### src/rtl/tlbchk_pkg.sv
package tlbchk_pkg;
    typedef enum logic [2:0] {
        FLT_NONE    = 3'd0,
        FLT_INVALID = 3'd1,
        FLT_NOEXEC  = 3'd2,
        FLT_NOREAD  = 3'd3,
        FLT_PRIV    = 3'd4,
        FLT_CLEAN   = 3'd5,
        FLT_BADSIZE = 3'd6
    } flt_e;

    localparam logic [1:0] ACC_FETCH = 2'd0;
    localparam logic [1:0] ACC_LOAD  = 2'd1;
    localparam logic [1:0] ACC_STORE = 2'd2;

    localparam int BIT_VALID = 0;
    localparam int BIT_DIRTY = 1;
    localparam int BIT_LVL   = 2;
    localparam int BIT_NORD  = 61;
    localparam int BIT_NOEX  = 62;
    localparam int BIT_RSTR  = 63;
    localparam int PPN_LSB   = 12;
    localparam int PS_MIN    = 12;
    localparam int PS_MAX    = 30;

    typedef struct packed {
        logic       valid;
        logic       dirty;
        logic [1:0] lvl;
        logic       nord;
        logic       noex;
        logic       rstr;
    } attr_t;
endpackage

### src/rtl/tlbchk_sel.sv
module tlbchk_sel
    import tlbchk_pkg::*;
#(
    parameter int VA_W = 48
) (
    input  logic            setassoc,
    input  logic [5:0]      glob_ps,
    input  logic [5:0]      tag_ps,
    input  logic [63:0]     even_word,
    input  logic [63:0]     odd_word,
    input  logic [VA_W-1:0] vaddr,
    output logic [5:0]      ps,
    output logic            ps_bad,
    output logic [63:0]     word
);
    logic [VA_W-1:0] va_shift;

    always_comb begin
        ps       = setassoc ? glob_ps : tag_ps;
        ps_bad   = (ps < 6'(PS_MIN)) || (ps > 6'(PS_MAX));
        va_shift = vaddr >> ps;
        word     = (!ps_bad && va_shift[0]) ? odd_word : even_word;
    end
endmodule

### src/rtl/tlbchk_rights.sv
module tlbchk_rights
    import tlbchk_pkg::*;
(
    input  logic [63:0] word,
    input  logic        fmt32,
    input  logic [1:0]  acc,
    input  logic [1:0]  cur_lvl,
    input  logic        ps_bad,
    output flt_e        code,
    output attr_t       attr
);
    logic is_fetch, is_store, is_load, lvl_fail;

    always_comb begin
        attr.valid = word[BIT_VALID];
        attr.dirty = word[BIT_DIRTY];
        attr.lvl   = word[BIT_LVL +: 2];
        attr.nord  = fmt32 ? 1'b0 : word[BIT_NORD];
        attr.noex  = fmt32 ? 1'b0 : word[BIT_NOEX];
        attr.rstr  = fmt32 ? 1'b0 : word[BIT_RSTR];

        is_fetch = (acc == ACC_FETCH);
        is_store = (acc == ACC_STORE);
        is_load  = !is_fetch && !is_store;
        lvl_fail = attr.rstr ? (cur_lvl != attr.lvl) : (cur_lvl > attr.lvl);

        if (ps_bad)                      code = FLT_BADSIZE;
        else if (!attr.valid)            code = FLT_INVALID;
        else if (is_fetch && attr.noex)  code = FLT_NOEXEC;
        else if (is_load && attr.nord)   code = FLT_NOREAD;
        else if (lvl_fail)               code = FLT_PRIV;
        else if (is_store && !attr.dirty) code = FLT_CLEAN;
        else                             code = FLT_NONE;
    end
endmodule

### src/rtl/tlbchk_xlate.sv
module tlbchk_xlate
    import tlbchk_pkg::*;
#(
    parameter int VA_W = 48,
    parameter int PA_W = 48
) (
    input  logic [63:0]     word,
    input  logic            fmt32,
    input  logic [5:0]      ps,
    input  logic [VA_W-1:0] vaddr,
    output logic [PA_W-1:0] paddr
);
    localparam int PPN_W = PA_W - PPN_LSB;

    logic [PA_W-1:0] va_ext, base, low_mask, narrow_mask;

    generate
        if (VA_W >= PA_W) begin : g_va_cut
            assign va_ext = vaddr[PA_W-1:0];
        end else begin : g_va_pad
            assign va_ext = {{(PA_W-VA_W){1'b0}}, vaddr};
        end
        if (PA_W > 32) begin : g_narrow
            assign narrow_mask = {{(PA_W-32){1'b0}}, 32'hFFFF_FFFF};
        end else begin : g_narrow_all
            assign narrow_mask = '1;
        end
    endgenerate

    always_comb begin
        base     = {word[PA_W-1:PPN_LSB], {PPN_LSB{1'b0}}};
        if (fmt32) base = base & narrow_mask;
        low_mask = (PA_W'(1) << ps) - PA_W'(1);
        paddr    = (base & ~low_mask) | (va_ext & low_mask);
    end

    logic unused_ok;
    assign unused_ok = &{1'b0, word[63:PA_W], PPN_W > 0};
endmodule

### src/rtl/tlbchk_top.sv
module tlbchk_top
    import tlbchk_pkg::*;
#(
    parameter int VA_W = 48,
    parameter int PA_W = 48
) (
    input  logic            clk,
    input  logic            rst_n,
    input  logic            req_valid,
    input  logic            req_setassoc,
    input  logic [5:0]      req_glob_ps,
    input  logic [5:0]      req_tag_ps,
    input  logic            req_fmt32,
    input  logic [1:0]      req_acc,
    input  logic [1:0]      req_lvl,
    input  logic [63:0]     req_even,
    input  logic [63:0]     req_odd,
    input  logic [VA_W-1:0] req_vaddr,
    output logic            rsp_valid,
    output logic [2:0]      rsp_code,
    output logic [PA_W-1:0] rsp_paddr,
    output logic            rsp_rd,
    output logic            rsp_wr,
    output logic            rsp_ex
);
    typedef struct packed {
        logic            valid;
        flt_e            code;
        logic [PA_W-1:0] paddr;
        logic            rd;
        logic            wr;
        logic            ex;
    } rsp_t;

    logic [5:0]      ps;
    logic            ps_bad;
    logic [63:0]     word;
    flt_e            code;
    attr_t           attr;
    logic [PA_W-1:0] paddr;
    rsp_t            rsp_d, rsp_q;

    tlbchk_sel #(.VA_W(VA_W)) u_sel (
        .setassoc (req_setassoc),
        .glob_ps  (req_glob_ps),
        .tag_ps   (req_tag_ps),
        .even_word(req_even),
        .odd_word (req_odd),
        .vaddr    (req_vaddr),
        .ps       (ps),
        .ps_bad   (ps_bad),
        .word     (word)
    );

    tlbchk_rights u_rights (
        .word   (word),
        .fmt32  (req_fmt32),
        .acc    (req_acc),
        .cur_lvl(req_lvl),
        .ps_bad (ps_bad),
        .code   (code),
        .attr   (attr)
    );

    tlbchk_xlate #(.VA_W(VA_W), .PA_W(PA_W)) u_xlate (
        .word (word),
        .fmt32(req_fmt32),
        .ps   (ps),
        .vaddr(req_vaddr),
        .paddr(paddr)
    );

    always_comb begin
        rsp_d       = rsp_q;
        rsp_d.valid = req_valid;
        if (req_valid) begin
            rsp_d.code = code;
            if (code == FLT_NONE) begin
                rsp_d.paddr = paddr;
                rsp_d.rd    = 1'b1;
                rsp_d.wr    = attr.dirty;
                rsp_d.ex    = !attr.noex;
            end else begin
                rsp_d.paddr = '0;
                rsp_d.rd    = 1'b0;
                rsp_d.wr    = 1'b0;
                rsp_d.ex    = 1'b0;
            end
        end
    end

    always_ff @(posedge clk or negedge rst_n) begin
        if (!rst_n) rsp_q <= '{valid: 1'b0, code: FLT_NONE, paddr: '0, rd: 1'b0, wr: 1'b0, ex: 1'b0};
        else        rsp_q <= rsp_d;
    end

    assign rsp_valid = rsp_q.valid;
    assign rsp_code  = rsp_q.code;
    assign rsp_paddr = rsp_q.paddr;
    assign rsp_rd    = rsp_q.rd;
    assign rsp_wr    = rsp_q.wr;
    assign rsp_ex    = rsp_q.ex;
endmodule

### config.mk
export PLATFORM = sky130hd
export DESIGN_NAME = tlbchk_top
export DESIGN_NICKNAME = d
export VERILOG_FILES = /design/src/rtl/tlbchk_pkg.sv /design/src/rtl/tlbchk_sel.sv /design/src/rtl/tlbchk_rights.sv /design/src/rtl/tlbchk_xlate.sv /design/src/rtl/tlbchk_top.sv
export SDC_FILE = /design/constraint.sdc
export NUM_CORES = 1
export LEC_CHECK = 0
export BUFFER_PORTS_ARGS = -buffer_cell sky130_fd_sc_hd__buf_4
export CORE_UTILIZATION = 50
export DETAILED_ROUTE_END_ITERATION = 10
export PLACE_DENSITY_LB_ADDON = 0.3
export SKIP_CTS_REPAIR_TIMING = 1
export SLEW_MARGIN = 0
export SYNTH_ARGS = -nofsm -noshare
export SYNTH_HDL_FRONTEND = slang
export SYNTH_HIERARCHICAL = 1
export SYNTH_SLANG_ARGS = --single-unit
### constraint.sdc
create_clock -name clk -period 1 [get_ports clk]
set_clock_uncertainty 0.05 [all_clocks]
set_input_delay 0.2 -clock clk [delete_from_list [all_inputs] [get_ports clk]]
set_output_delay 0.2 -clock clk [all_outputs]
set_load 0.01 [all_outputs]
Word level (Yosys, flattened, before mapping):

Cells that the tools add are included.
W data, S select, Z words.

* muxes and demuxes: 14
* bitwise gates (word level): 4
* shift-type cells: 2
* add/sub/neg operators: 1
* equal/unequal tests: 2
* reduce and logical (&&, ||, !) cells: 13
* $lt $le $gt $ge: 3

Operators by type and width (number)
* $and A48 B48 Y48: 2
* $mux W64: 1
* $mux W51: 1
* $mux W48: 1
* $not A48 Y48: 1
* $or A48 B48 Y48: 1
* $shl A1 B6 Y48 const A: 1
* $shr A48 B6 Y1: 1
* $sub A48 B2 Y48 const B: 1
* $mux W3: 6
* $gt A6 B5 Y1 const B: 1
* $lt A6 B4 Y1 const B: 1
* $mux W6: 1
* $logic_and A1 B1 Y1: 5
* $logic_not A1 Y1: 5
* $mux W1: 4
* $logic_not A3 Y1: 1
* $eq A2 B2 Y1 const B: 1
* $gt A2 B2 Y1: 1
* $logic_not A2 Y1: 1
* $ne A2 B2 Y1: 1
* $logic_or A1 B1 Y1: 1

* bits of input ports: 197
* output and inout bits: 55
* logic and storage cells: 45
* flip-flop bits (word level): 55

Longest topological paths before layout:

Gate-level depths: netlist (run 1).

* word-level depth: 16
* mapped depth: 21
* mapped depth without buffers: 15

Hierarchy:

The synthesis (run 1) kept the hierarchy.

Modules (own cells, without submodules)
* tlbchk_top: cells each 229, area an instance 2577.5 µm², seq. area each 1376.3 µm², instances 1
* tlbchk_xlate: cells each 276, area an instance 1704.1 µm², seq. area each 0.0 µm², instances 1
* tlbchk_sel: cells each 171, area an instance 1437.6 µm², seq. area each 0.0 µm², instances 1
* tlbchk_rights: cells each 25, area an instance 171.4 µm², seq. area each 0.0 µm², instances 1

Worst setup path before layout (run 1):

OpenSTA, ideal clock, no wires.

* path type: input-to-reg
* from: input port req_glob_ps[0]
* to: register rsp_q, in the netlist rsp_paddr[22]
* buffers on the path: 4
* data arrival time: 3.757 ns
* setup slack: -2.887 ns
* setup time: 0.080 ns
* cell stages on the path: 17
* cells stage by stage: clkbuf_2 > mux2i_1 > nand2_1 > a221oi_1 > a211oi_1 > nor4_4 > buf_6 > mux2_2 > inv_1 > ha_1 > nor2b_1 > o31ai_1 > a21oi_1 > or3_1 > buf_6 > buf_8 > o22ai_2

RTL lines
* start, declared: line tlbchk_top.sv:11 `input logic [5:0] req_glob_ps,`
* $mux W6 *: line tlbchk_sel.sv:19 `ps = setassoc ? glob_ps : tag_ps;`
* $lt A6 B4 Y1 / $gt A6 B5 Y1 (equally long branches): line tlbchk_sel.sv:20 `ps_bad = (ps < 6'(PS_MIN)) || (ps > 6'(PS_MAX));`
* $logic_or A1 B1 Y1: line tlbchk_sel.sv:20
* $logic_not A1 Y1: line tlbchk_sel.sv:22 `word = (!ps_bad && va_shift[0]) ? odd_word : even_word;`
* $logic_and A1 B1 Y1 *: line tlbchk_sel.sv:22
* $mux W64 *: line tlbchk_sel.sv:22
* via word[3]: line tlbchk_top.sv:37 `logic [63:0] word;`
* $gt A2 B2 Y1 / $ne A2 B2 Y1 (equally long branches): line tlbchk_rights.sv:25 `lvl_fail = attr.rstr ? (cur_lvl != attr.lvl) : (cur_lvl > attr.lvl);`
* $mux W1 *: line tlbchk_rights.sv:25
* $mux W3 *: line tlbchk_rights.sv:31 `else if (lvl_fail) code = FLT_PRIV;`
* $mux W3 *: line tlbchk_rights.sv:30 `else if (is_load && attr.nord) code = FLT_NOREAD;`
* $mux W3 *: line tlbchk_rights.sv:29 `else if (is_fetch && attr.noex) code = FLT_NOEXEC;`
* $mux W3 *: line tlbchk_rights.sv:28 `else if (!attr.valid) code = FLT_INVALID;`
* $mux W3 *: line tlbchk_rights.sv:27 `if (ps_bad) code = FLT_BADSIZE;`
* via code[2]: line tlbchk_top.sv:38 `flt_e code;`
* $logic_not A3 Y1 *: line tlbchk_top.sv:78 `if (code == FLT_NONE) begin`
* $mux W51 *: line tlbchk_top.sv:78
* end signal, assigned: line tlbchk_top.sv:93 `if (!rst_n) rsp_q <= '{valid: 1'b0, code: FLT_NONE, paddr: '0, rd: 1'b0, wr: 1'b0, ex: 1'b0};`
* end signal, assigned: line tlbchk_top.sv:94 `else rsp_q <= rsp_d;`
* end, declared: line tlbchk_top.sv:41 `rsp_t rsp_d, rsp_q;`

The timed path passes the listed nets; every way through them passes the cells marked *.
A chain may end at the register's enable or synchronous reset.

Worst setup path after layout (run 1):

* from: input port req_setassoc
* to: register rsp_q, in the netlist rsp_paddr[10]

RTL lines
* start, declared: line tlbchk_top.sv:10 `input logic req_setassoc,`
* $mux W6 *: line tlbchk_sel.sv:19
* $lt A6 B4 Y1 / $gt A6 B5 Y1 (equally long branches): line tlbchk_sel.sv:20
* $logic_or A1 B1 Y1: line tlbchk_sel.sv:20
* $logic_not A1 Y1: line tlbchk_sel.sv:22
* $logic_and A1 B1 Y1 *: line tlbchk_sel.sv:22
* $mux W64 *: line tlbchk_sel.sv:22
* via word[62]: line tlbchk_top.sv:37
* $mux W1 *: line tlbchk_rights.sv:19 `attr.noex = fmt32 ? 1'b0 : word[BIT_NOEX];`
* $logic_and A1 B1 Y1 *: line tlbchk_rights.sv:29
* $mux W3 *: line tlbchk_rights.sv:29
* $mux W3 *: line tlbchk_rights.sv:28
* $mux W3 *: line tlbchk_rights.sv:27
* via code[2]: line tlbchk_top.sv:38
* $logic_not A3 Y1 *: line tlbchk_top.sv:78
* $mux W51 *: line tlbchk_top.sv:78

Marked as above.

==> results of run 1 <==
## where the power goes
group	switching, mW	leakage (nW)	internal [mW]
Combinational	1.96	3.31	2.21
Sequential	0.0956	0.753	2.34
Clock	0.857	0.0485	0.506
Total	2.91	4.11	5.05
## metrics by stage
stage | setup TNS, ns | setup WS, ns | power (mW)
floorplan | -139.58 | -2.62 | 4.45
global placement | -153.74 | -2.90 | 6.02
detailed placement | -161.00 | -3.05 | 6.09
CTS | -149.19 | -2.70 | 7.41
global route | -142.36 | -2.57 | 8.28
finish | -138.15 | -2.53 | 7.96
## per-layer routing
| metal | GRT usage, % | wire length [um] |
|---|---|---|
| met1 | 41.7 | 8520 |
| met3 | 5.12 | 1770 |
| met4 | 10.3 | 1070 |
| met2 | 57.6 | 11400 |
| met5 | 0 | 0 |
## final timing paths
path,startpoint,depth (start not counted),end,slack (ns)
min reg2reg,rsp_code[2]$_DFFE_PN0P_,1,rsp_code[2]$_DFFE_PN0P_,0.50
max,req_setassoc,16,rsp_paddr[10]$_DFFE_PN0P_,-2.53
min,req_valid,1,rsp_valid$_DFF_PN0_,0.07
min in group asynchronous,rst_n,2,rsp_paddr[34]$_DFFE_PN0P_,0.25
max in group asynchronous,rst_n,3,rsp_paddr[17]$_DFFE_PN0P_,0.22
max reg2reg,rsp_paddr[14]$_DFFE_PN0P_,3,rsp_paddr[14]$_DFFE_PN0P_,0.07
## worst register-to-register path, delay by kind of cell, from the launching register on
family	cells	cell delay, ns
AOI/OAI and AO/OA	1	0.10
buffers and inverters	2	0.25
DFF	1	0.42
## flip-flops by register name (all words and copies together) (netlist names)
register	flops
rsp_paddr	48
rsp_code	3
rsp_ex	1
rsp_rd	1
rsp_valid	1
rsp_wr	1
## layout make-up
type	instances	share of cell area, %
tap	140	1.97
clock buffer	5	0.772
timing repair buffer	380	36.6
clock inverter	3	0.253
multi-input combinational	494	42.1
inverter	67	2.85
sequential	55	15.4
==> run metrics, run 1 <==
status finished with violations; failing checks setup timing; synthesized cell area 0.00561 mm2; CP Max Fanout 8; Die Footprint 0.0117 mm2; maximum capacitance violations 0; Warnings, synthesis 6; PnR worst setup slack -2.53 ns; maximum VDD drop 0.716 mV; TritonCTS Sinks 55; Fmax achieved 0.283 GHz; core area 0.0109 mm2; layout cells sized above 1 52.3%; routability cong. 0.971; area of the multi-input gates 0.00375 mm2; clock latency on the worst-skew pair 0.33 ns; power per standard cell area 894 mW/mm2; Cells after DPL 1101; total grt overflow 0; ant diodes 0; Final Non-Filler Cells 1144; Worst Hold Margin 0.0683 ns; htree depth 2; Worst slew margin 67.7%; vias in the first global route 6014; initial core utilization 51.6%; first-pass GRT wire length 29.8 mm; residual DRC count 0; endpoint required time on the critical path 1.20 ns; Final Slew Violations 0; worst path bufs/invs 5; NumNets Final 1203; antenna-violating nets left 0; slowest CP cell or4b_2; Hold Crit Class in2reg; Final period util 353%; Slew @ Worst Pin 0.480 ns; via count 6621; crit-path max cell delay 0.67 ns; final setup vio count 109; cell count after synthesis 675; TritonCTS Buffers 5; Seq. cell area 0.00138 mm2; CP endpoint kind register; most frequent cells in the layout buf_4, nand2_1, inv_1, buf_6, mux2_2; Via density 5.79; antenna violations before repair 0; die height 108 um; Leakage 4.11 nW; dpl hpwl 15.7 mm; RSZ-0062 raised after global routing true; Total GRT Usage 33.0%; syn_nets 875; commonest non-fill, non-tap cell in the layout buf_4; WL final 22.8 mm; post-route minimum period 3.53 ns; clock transition at the registers of the reported paths 0.12 ns; CTS tree built; average wire per standard cell 19.9 um; drt first pass iters 6; Cell Area, Placed 0.00816 mm2; Fin. Hold Viols 0; critical path's top delay family simple AND/OR/NAND/NOR gates; Worst setup SP type input pin; CTS max path bufs 2; Root Driver clkbuf_8; Initial DRC Count 458; crit-path cells buf_12, or4b_2, o2111ai_1, a21oi_1, a211oi_1, buf_4, nor4_4, buf_12, buf_4, mux2_4, or4b_4, a31oi_4, a21oi_2, or3_4, clkbuf_16, o22ai_2; num rows 38; area grow syn2layout 58.7%; Die W 108 um; Setup CP Type in2reg; post-route cell area 0.00891 mm2; Fill cells 664; fin util 81.8%; synthesized area per cell 8.32 um2; Port Buffers 209; io pins 252; largest net degree at the start of global routing 45; Critical Path AT 3.73 ns
(Power assumes the default switching activity.)
==> run 2: changes to the inputs <==
--- a/config.mk
+++ b/config.mk
@@ -5,10 +5,12 @@
 export SDC_FILE = /design/constraint.sdc
 export NUM_CORES = 1
 export LEC_CHECK = 0
+export ABC_AREA = 1
 export BUFFER_PORTS_ARGS = -buffer_cell sky130_fd_sc_hd__buf_4
-export CORE_UTILIZATION = 50
+export CORE_UTILIZATION = 46
 export DETAILED_ROUTE_END_ITERATION = 10
 export PLACE_DENSITY_LB_ADDON = 0.3
+export REMOVE_ABC_BUFFERS = 1
 export SKIP_CTS_REPAIR_TIMING = 1
 export SLEW_MARGIN = 0
 export SYNTH_ARGS = -nofsm -noshare
==> constraint.sdc (replaced) <==
create_clock -name clk -period 3.15 [get_ports clk]
set_clock_uncertainty 0.05 [all_clocks]
set_input_delay 0.63 -clock clk [delete_from_list [all_inputs] [get_ports clk]]
set_output_delay 0.63 -clock clk [all_outputs]
set_load 0.01 [all_outputs]
==> run 2 against run 1 <==
Against the previous run:
- final cell count is 32% higher
- sequential cell count stayed put
- the flow now finishes without violations
- clock power is 56% lower
- count of clock-buffer cells in the layout is 2 higher
- register-to-register slack better by 2.4 ns
- highest routed layer unchanged
- power is 65% lower
- global-route usage is 1.9 points lower
- critical path depth is 13 higher
- via count is 20% higher
- critical endpoint is now rsp_paddr[4]$_DFFE_PN0P_
==> run metrics, run 2 <==
maximum VDD drop 0.212 mV; FF-to-FF Start rsp_paddr[28]$_DFFE_PN0P_; Cells after DPL 1476; clock latency on the worst-skew pair 0.31 ns; final setup vio count 0; routability cong. 0.985; RSZ-0062 raised after global routing true; Via density 5.29; Total GRT Usage 31.2%; CTS max path bufs 2; critical path startpoint req_setassoc; cell count after synthesis 1018; layout cells sized above 1 37.3%; residual DRC count 0; Setup CP Type in2reg; post-layout power 2.81 mW; NumNets Final 1528; Worst slew margin 50.8%; vias in the first global route 7086; num rows 42; Worst Hold Margin 0.322 ns; synthesized cell area 0.00632 mm2; average wire per standard cell 15.8 um; initial core utilization 47.5%; Die Footprint 0.0142 mm2; clock transition at the registers of the reported paths 0.08 ns; antenna-violating nets left 0; WL final 23.8 mm; Final Slew Violations 0; Final period util 98.2%; area grow syn2layout 45.2%; drt first pass iters 5; core area 0.0133 mm2; Fin. Hold Viols 0; flop-to-flop setup slack 2.47 ns; Initial DRC Count 626; Root Driver clkbuf_16; Hold Crit Class in2async; most frequent cells in the layout nand2_1, buf_4, nand3_1, nor2_1, inv_1; ant diodes 0; synthesized area per cell 6.21 um2; CP Max Fanout 8; max reg flops 48; slowest CP cell nor2_4; crit-path max cell delay 0.24 ns; Critical Path AT 3.24 ns; worst reg2reg endpoint rsp_paddr[28]$_DFFE_PN0P_; endpoint required time on the critical path 3.30 ns; worst reg2reg path depth 2; Worst setup SP type input pin; Warnings, synthesis 6; dpl hpwl 17.7 mm; Fmax achieved 0.323 GHz; maximum capacitance violations 0; post-route minimum period 3.09 ns; first-pass GRT wire length 35.1 mm; Die W 119 um; TritonCTS Sinks 55; die height 119 um; status complete, no violations; total grt overflow 0; Final Non-Filler Cells 1505; commonest non-fill, non-tap cell in the layout nand2_1; antenna violations before repair 0; largest net degree at the start of global routing 56; power per standard cell area 306 mW/mm2; Fill cells 1238; Slew @ Worst Pin 0.739 ns; via count 7955; Crit path top cell by count nand2_1; CP endpoint kind register; Leakage 5.51 nW; Port Buffers 209; io pins 252; TritonCTS Buffers 5; CTS tree built; htree depth 2
-- run 2: final cells by class --
type	count	area, um2	share of cell area (%)
Multi-Input combinational cell	839	4340	47.4
Timing Repair Buffer	347	2770	30.2
Sequential cell	55	1380	15.0
Inverter	80	308	3.36
Tap cell	176	220	2.40
Clock buffer	7	143	1.55
Clock inverter	1	8.76	0.0955
-- run 2: how the worst max path moves through the flow --
stage	depth (start not counted)	slack [ns]	endpoint
2_1_floorplan	22	-2.32	rsp_ex$_DFFE_PN0P_
3_3_place_gp	23	-0.27	rsp_paddr[11]$_DFFE_PN0P_
3_5_place_dp	23	-0.30	rsp_paddr[11]$_DFFE_PN0P_
4_1_cts	23	-0.001	rsp_paddr[4]$_DFFE_PN0P_
5_1_grt	29	-0.10	rsp_paddr[29]$_DFFE_PN0P_
6_report	29	0.06	rsp_paddr[4]$_DFFE_PN0P_
-- run 2: metal layers --
| layer | vias up | part of all wire, % | global-route usage (%) |
|---|---|---|---|
| li1 | 3907 | - | - |
| met5 | - | 0 | 0 |
| met1 | 3666 | 44 | 41.8 |
| met3 | 43 | 7.7 | 4.07 |
| met4 | 0 | 2.3 | 8.07 |
| met2 | 339 | 46 | 52.4 |
-- run 2: metrics by stage --
step | instance area (um2) | setup slack (ns) | utilization, % | TNS, ns
CTS | 8750 | -0.00106 | 65.8 | -0.00106
detailed placement | 8600 | -0.302 | 64.7 | -13.66
global route | 9170 | -0.103 | 69.0 | -4.14
finish | 9170 | 0.0560 | 69.0 | 0
global placement | 8600 | -0.273 | 64.7 | -12.48
floorplan | 5860 | -2.32 | - | -120.41
-- run 2: worst max-delay path: cells and delay by family --
| family | cells | cell delay, ns |
|---|---|---|
| adder cells (fa/ha/maj) | 1 | 0.21 |
| buffers and inverters | 6 | 0.68 |
| AND/OR/NAND/NOR | 22 | 1.70 |
-- run 2: power by group --
| part | internal, mW | total, mW | switching [mW] |
|---|---|---|---|
| logic | 0.618 | 1.46 | 0.845 |
| clock network | 0.320 | 0.602 | 0.282 |
| registers | 0.730 | 0.743 | 0.0132 |
